<file path="src/rtl/gbc_pkg.sv">
package gbc_pkg;
  localparam int unsigned WORD_W   = 8;
  localparam int unsigned CL_W     = 2;
  localparam int unsigned GAIN_W   = WORD_W - CL_W;
  localparam int unsigned GAIN_MIN = 1;
  localparam int unsigned GAIN_MAX = 60;
  localparam int unsigned SYNC_STG = 2;

  typedef enum logic [1:0] {
    PWR_SLEEP  = 2'b00,
    PWR_TXOFF  = 2'b01,
    PWR_ACTIVE = 2'b10
  } pwr_state_e;
endpackage

</file>
<file path="src/rtl/gbc_sync.sv">
module gbc_sync #(
  parameter int unsigned W       = 1,
  parameter int unsigned STAGES  = 2,
  parameter logic [W-1:0] RST_VAL = '0
) (
  input  logic         clk_i,
  input  logic         rst_ni,
  input  logic [W-1:0] d_i,
  output logic [W-1:0] q_o
);
  for (genvar s = 0; s < STAGES; s++) begin : g_stg
    logic [W-1:0] q;
    if (s == 0) begin : g_first
      always_ff @(posedge clk_i or negedge rst_ni) begin
        if (!rst_ni) q <= RST_VAL;
        else         q <= d_i;
      end
    end else begin : g_next
      always_ff @(posedge clk_i or negedge rst_ni) begin
        if (!rst_ni) q <= RST_VAL;
        else         q <= g_stg[s-1].q;
      end
    end
  end

  assign q_o = g_stg[STAGES-1].q;
endmodule

</file>
<file path="src/rtl/gbc_shift.sv">
module gbc_shift #(
  parameter int unsigned WORD_W = 8
) (
  input  logic              clk_i,
  input  logic              rst_ni,
  input  logic              sclk_i,
  input  logic              den_i,
  input  logic              sdata_i,
  output logic [WORD_W-1:0] word_o,
  output logic              commit_o
);
  logic              sclk_q;
  logic              den_q;
  logic [WORD_W-1:0] sr_q;
  logic              sclk_rise;

  assign sclk_rise = sclk_i & ~sclk_q;
  assign commit_o  = den_i & ~den_q;
  assign word_o    = sr_q;

  // den_q resets high: the idle level of the load enable
  always_ff @(posedge clk_i or negedge rst_ni) begin
    if (!rst_ni) begin
      sclk_q <= 1'b0;
      den_q  <= 1'b1;
      sr_q   <= '0;
    end else begin
      sclk_q <= sclk_i;
      den_q  <= den_i;
      if (sclk_rise && !den_i) sr_q <= {sr_q[WORD_W-2:0], sdata_i};
    end
  end
endmodule

</file>
<file path="src/rtl/gbc_latch.sv">
module gbc_latch #(
  parameter int unsigned CL_W     = 2,
  parameter int unsigned GAIN_W   = 6,
  parameter int unsigned GAIN_MIN = 1,
  parameter int unsigned GAIN_MAX = 60
) (
  input  logic                   clk_i,
  input  logic                   rst_ni,
  input  logic                   commit_i,
  input  logic [CL_W+GAIN_W-1:0] word_i,
  output logic [CL_W-1:0]        cur_level_o,
  output logic [GAIN_W-1:0]      gain_code_o,
  output logic                   word_valid_o,
  output logic                   cmd_err_o
);
  localparam logic [GAIN_W-1:0] LO = GAIN_W'(GAIN_MIN);
  localparam logic [GAIN_W-1:0] HI = GAIN_W'(GAIN_MAX);

  logic [GAIN_W-1:0] gain_in;
  logic              code_ok;

  assign gain_in = word_i[GAIN_W-1:0];
  assign code_ok = (gain_in >= LO) && (gain_in <= HI);

  always_ff @(posedge clk_i or negedge rst_ni) begin
    if (!rst_ni) begin
      cur_level_o  <= '0;
      gain_code_o  <= '0;
      word_valid_o <= 1'b0;
      cmd_err_o    <= 1'b0;
    end else begin
      cmd_err_o <= commit_i & ~code_ok;
      if (commit_i && code_ok) begin
        cur_level_o  <= word_i[CL_W+GAIN_W-1:GAIN_W];
        gain_code_o  <= gain_in;
        word_valid_o <= 1'b1;
      end
    end
  end
endmodule

</file>
<file path="src/rtl/gain_bias_ctrl.sv">
module gain_bias_ctrl
  import gbc_pkg::*;
#(
  parameter int unsigned P_CL_W     = CL_W,
  parameter int unsigned P_GAIN_W   = GAIN_W,
  parameter int unsigned P_GAIN_MIN = GAIN_MIN,
  parameter int unsigned P_GAIN_MAX = GAIN_MAX,
  parameter int unsigned P_SYNC_STG = SYNC_STG
) (
  input  logic                clk_i,
  input  logic                rst_ni,
  input  logic                sclk_i,
  input  logic                den_i,
  input  logic                sdata_i,
  input  logic                txen_i,
  input  logic                sleep_ni,
  output logic [P_CL_W-1:0]   cur_level_o,
  output logic [P_GAIN_W-1:0] gain_code_o,
  output logic                word_valid_o,
  output logic                cmd_err_o,
  output logic [1:0]          state_o,
  output logic                active_o
);
  localparam int unsigned WW = P_CL_W + P_GAIN_W;

  logic [2:0]    ser_s;
  logic [WW-1:0] word;
  logic          commit;
  pwr_state_e    pwr;

  // bit order {sclk, den, sdata}; den idles high
  gbc_sync #(.W(3), .STAGES(P_SYNC_STG), .RST_VAL(3'b010)) i_sync (
    .clk_i  (clk_i),
    .rst_ni (rst_ni),
    .d_i    ({sclk_i, den_i, sdata_i}),
    .q_o    (ser_s)
  );

  gbc_shift #(.WORD_W(WW)) i_shift (
    .clk_i    (clk_i),
    .rst_ni   (rst_ni),
    .sclk_i   (ser_s[2]),
    .den_i    (ser_s[1]),
    .sdata_i  (ser_s[0]),
    .word_o   (word),
    .commit_o (commit)
  );

  gbc_latch #(
    .CL_W(P_CL_W), .GAIN_W(P_GAIN_W), .GAIN_MIN(P_GAIN_MIN), .GAIN_MAX(P_GAIN_MAX)
  ) i_latch (
    .clk_i        (clk_i),
    .rst_ni       (rst_ni),
    .commit_i     (commit),
    .word_i       (word),
    .cur_level_o  (cur_level_o),
    .gain_code_o  (gain_code_o),
    .word_valid_o (word_valid_o),
    .cmd_err_o    (cmd_err_o)
  );

  // pin-driven, no register on this path
  always_comb begin
    if (!sleep_ni)                   pwr = PWR_SLEEP;
    else if (txen_i && word_valid_o) pwr = PWR_ACTIVE;
    else                             pwr = PWR_TXOFF;
  end

  assign state_o  = pwr;
  assign active_o = (pwr == PWR_ACTIVE);
endmodule

</file>
<file path="config.mk">
export PLATFORM = sky130hd
export DESIGN_NAME = gain_bias_ctrl
export DESIGN_NICKNAME = d
export VERILOG_FILES = /design/src/rtl/gbc_pkg.sv /design/src/rtl/gbc_sync.sv /design/src/rtl/gbc_shift.sv /design/src/rtl/gbc_latch.sv /design/src/rtl/gain_bias_ctrl.sv
export SDC_FILE = /design/constraint.sdc
export NUM_CORES = 1
export LEC_CHECK = 0
export BUFFER_PORTS_ARGS = -buffer_cell sky130_fd_sc_hd__buf_2
export CORE_UTILIZATION = 45
export CTS_CLUSTER_SIZE = 40
export DETAILED_ROUTE_END_ITERATION = 10
export PLACE_DENSITY = 0.74
export SLEW_MARGIN = 20
export SYNTH_ARGS = -nofsm -noshare
export SYNTH_HDL_FRONTEND = slang
export SYNTH_SLANG_ARGS = --single-unit
</file>
<file path="constraint.sdc">
create_clock -name clk_i -period 2 [get_ports clk_i]
set_clock_uncertainty 0.1 [all_clocks]
set_input_delay 0.1 -clock clk_i [delete_from_list [all_inputs] [get_ports clk_i]]
set_output_delay 0.1 -clock clk_i [all_outputs]
set_load 0.005 [all_outputs]
</file>
==> run_results.csv <==
group,metric,value,unit
floorplan,dieHeight,49.0,um
route,met2_length,813,um
timing,finalCritPeriodShare,88.6,%
power_and_ir_drop,leakage,0.000537,uW
floorplan,num_io_pins,20,
global_route,grt_pass1_vias,654,
cts,cts-root-buf,"clkbuf_4",
route,post-route-drc-count,0,
cells_and_area,area_growth,19.6,%
synth,synth_top_area_share,57.9,%
setup_path,required,2110,ps
cts,cts_tree,"built",
power_and_ir_drop,p_per_area,1150,nW/um2
power_and_ir_drop,vdd_drop_max,0.637,mV
setup_path,crit_path_start_kind,"flip-flop",
synth,seq_area_frac_synth,65.8,%
cts,clock-sinks,26,
power_and_ir_drop,p_comb_share,24.5,%
timing,maxSlewHeadroom,63.0,%
route,wl_per_cell,13.4,um
power_and_ir_drop,p_int,955,uW
setup_path,reg2reg_slack,230,ps
synth,synth_edf_count,0,
route,wl_met3,49,um
placed_design,routabilityCongestion,0.824,
route,drt_wl_total,1570,um
synth,yosysMostFrequentCell,"dfrtp_1",
route,ant_nets,0,
synth,yosys.area.top_type,"dfrtp_1",
timing,fin_setup_tns,0,ps
route,drtPass1Iterations,3,
route,drtIter0Drc,3,
route,viasPerCell,4.99,
floorplan,start_util,49.2,%
power_and_ir_drop,switching_power,419,uW
cts,h-tree-depth,1,
synth,synth-main-ff-cell,"dfrtp_1",
synth,syn_nets,70,
cells_and_area,design_area,1190,um2
setup_path,r2r_end,"i_latch.gain_code_o[5]$_DFFE_PN0P_",
power_and_ir_drop,swShare,30.5,%
route,maxUsedRoutingLayer,"met4",
global_route,grt_pass1_wl,2880,um
floorplan,coreArea,2020,um2
synth,async_reset_ff_share,100,%
global_route,gr-total-overflow,0,
global_route,antenna_found_initial,0,
timing,hold_viol_final,0,
global_route,global_route.usage.total,16.1,%
setup_path,r2r_start,"i_shift.word_o[3]$_DFFE_PN0P_",
cts,path_clk_slew,130,ps
cts,clock_path_buffers,2,
cells_and_area,nets,98,
cells_and_area,ff_latch_area,654,um2
hold_path,hold_class,"input pin to asynchronous set/reset pin",
power_and_ir_drop,p_clk_share,16.0,%
synth,yosys-top-cells-area,"dfrtp_1, mux2_2, dfstp_2, a31oi_1, nor4_4",
placed_design,portBuffers,19,
global_route,grt_max_degree,27,
setup_path,crit_fanout,7,
setup_path,crit_type,"flip-flop to flip-flop",
timing,worst_pin_slew,556,ps
flow_run,maxCapViolCount,0,
route,vias,584,
cts,clk_latency,310,ps
synth,postSynthCellCount,63,
synth,synthesis.area,995,um2
power_and_ir_drop,p_seq_share,59.5,%
cells_and_area,multi_input_area,333,um2
setup_path,critical_path_arrival,1880,ps
timing,fin_crit,1770,ps
synth,ys_ff_latch,26,
placed_design,dpl.hpwl,1150,um
cts,cts_made_buffers,3,
cells_and_area,antenna_cells,0,
floorplan,die_area,2400,um2
status,status,"complete, no violations",
timing,setup_violations,0,
synth,yosysWarnings,0,
floorplan,rows,16,
cts,post_cts_resized,0,
timing,final_max_slew_viol_count,0,
setup_path,rr_worst_depth,4,
route,wl_met1,691,um
synth,syn_avg_cell_area,15.8,um2
cells_and_area,drive_above_1_share,51.1,%
floorplan,fp.dieW,49.0,um
cells_and_area,nFillCells,170,
synth,ys_types,19,
timing,max_freq,0.564,GHz
synth,synth_common_cells,"dfrtp_1, mux2_2, a31oi_1",
setup_path,cp-end-kind,"flip-flop",
timing,rsz0062_at_grt,"no",
placed_design,place_area,1120,um2
==> cell families (layout without fill, tap and decap cells) <==
| logic type | count (synthesis) | in the layout | synth area share, % |
|---|---|---|---|
| buffers and inverters | 1 | 28 | 0.755 |
| AND/OR/NAND/NOR | 13 | 13 | 10.8 |
| AO/OA/AOI/OAI | 9 | 9 | 6.79 |
| multiplexers | 14 | 14 | 15.8 |
| flip-flops | 26 | 26 | 65.8 |
==> per-stage QoR <==
stage,util (%),instances,setup slack (ps),total power [uW],hold WS (ps)
floorplan,-,63,420,1020,-296
global placement,55.6,109,293,1150,13.2
detailed placement,55.6,109,241,1170,25.2
CTS,58.8,117,228,1390,210
global route,58.8,117,114,1470,240
finish,58.8,117,228,1370,195
==> worst max-delay path by stage <==
stage	end	slack, ps	startpoint	depth (start not counted)
2_1_floorplan	i_latch.cur_level_o[0]$_DFFE_PN0P_	420	i_shift.word_o[1]$_DFFE_PN0P_	4
3_3_place_gp	i_latch.gain_code_o[5]$_DFFE_PN0P_	290	i_shift.word_o[1]$_DFFE_PN0P_	4
3_5_place_dp	i_latch.gain_code_o[5]$_DFFE_PN0P_	240	i_shift.word_o[3]$_DFFE_PN0P_	4
4_1_cts	i_latch.gain_code_o[5]$_DFFE_PN0P_	230	i_shift.word_o[3]$_DFFE_PN0P_	4
5_1_grt	i_latch.gain_code_o[4]$_DFFE_PN0P_	110	i_shift.word_o[3]$_DFFE_PN0P_	4
6_report	i_latch.gain_code_o[5]$_DFFE_PN0P_	230	i_shift.word_o[3]$_DFFE_PN0P_	4
==> worst max-delay path: stages, from the launching register on <==
cell      delay [ps]
dfrtp_1          490
nand4_1          220
nor2_2            80
a211oi_4         400
mux2_2           390
==> layer usage <==
layer  vias to the layer above  global-route usage, %
li1                        285                      -
met1                       283                   18.7
met2                        14                   29.2
met3                         2                   3.12
met4                         0                   5.88
met5                         -                      0
==> cells in the final DEF (no fill, tap or decap), drive strengths merged <==
master	n
a211oi	1
a21boi	1
a21oi	3
a31oi	4
and3	1
and4	1
buf	20
clkbuf	4
dfrtp	23
dfstp	3
dlygate4sd3	4
mux2	14
nand2b	3
nand4	1
nor2	3
nor2b	1
nor3b	1
nor4	1
or2	1
==> power groups by stage <==
stage	clock [uW]	sequential (uW)	combinational (uW)
after global routing	249	846	373
after CTS	226	821	345
final	219	818	337
after detailed placement	0	833	337
after global placement	0	820	327
after floorplan	0	807	210
==> cell type report <==
class	count	area share (%)
flip-flops and latches	26	55.0
multi-input cells	36	28.0
clock buffers	4	2.21
well taps	27	2.84
repair buffers	24	12.0
==> timing repair <==
action	CTS	global route
hold buffers	4	0
endpoints found under the setup margin	0	0
setup buffers	0	0
hold endpoints to repair	26	0
==> registers in the layout, indices dropped and copies added, names as in the netlist <==
register / flops
i_latch.cmd_err_o: 1
i_latch.cur_level_o: 2
i_latch.gain_code_o: 6
i_latch.word_valid_o: 1
i_shift.den_q: 1
i_shift.sclk_q: 1
i_shift.word_o: 8
i_sync.g_stg.q: 3
i_sync.q_o: 3
No activity file was read; power rests on OpenSTA's default activity.
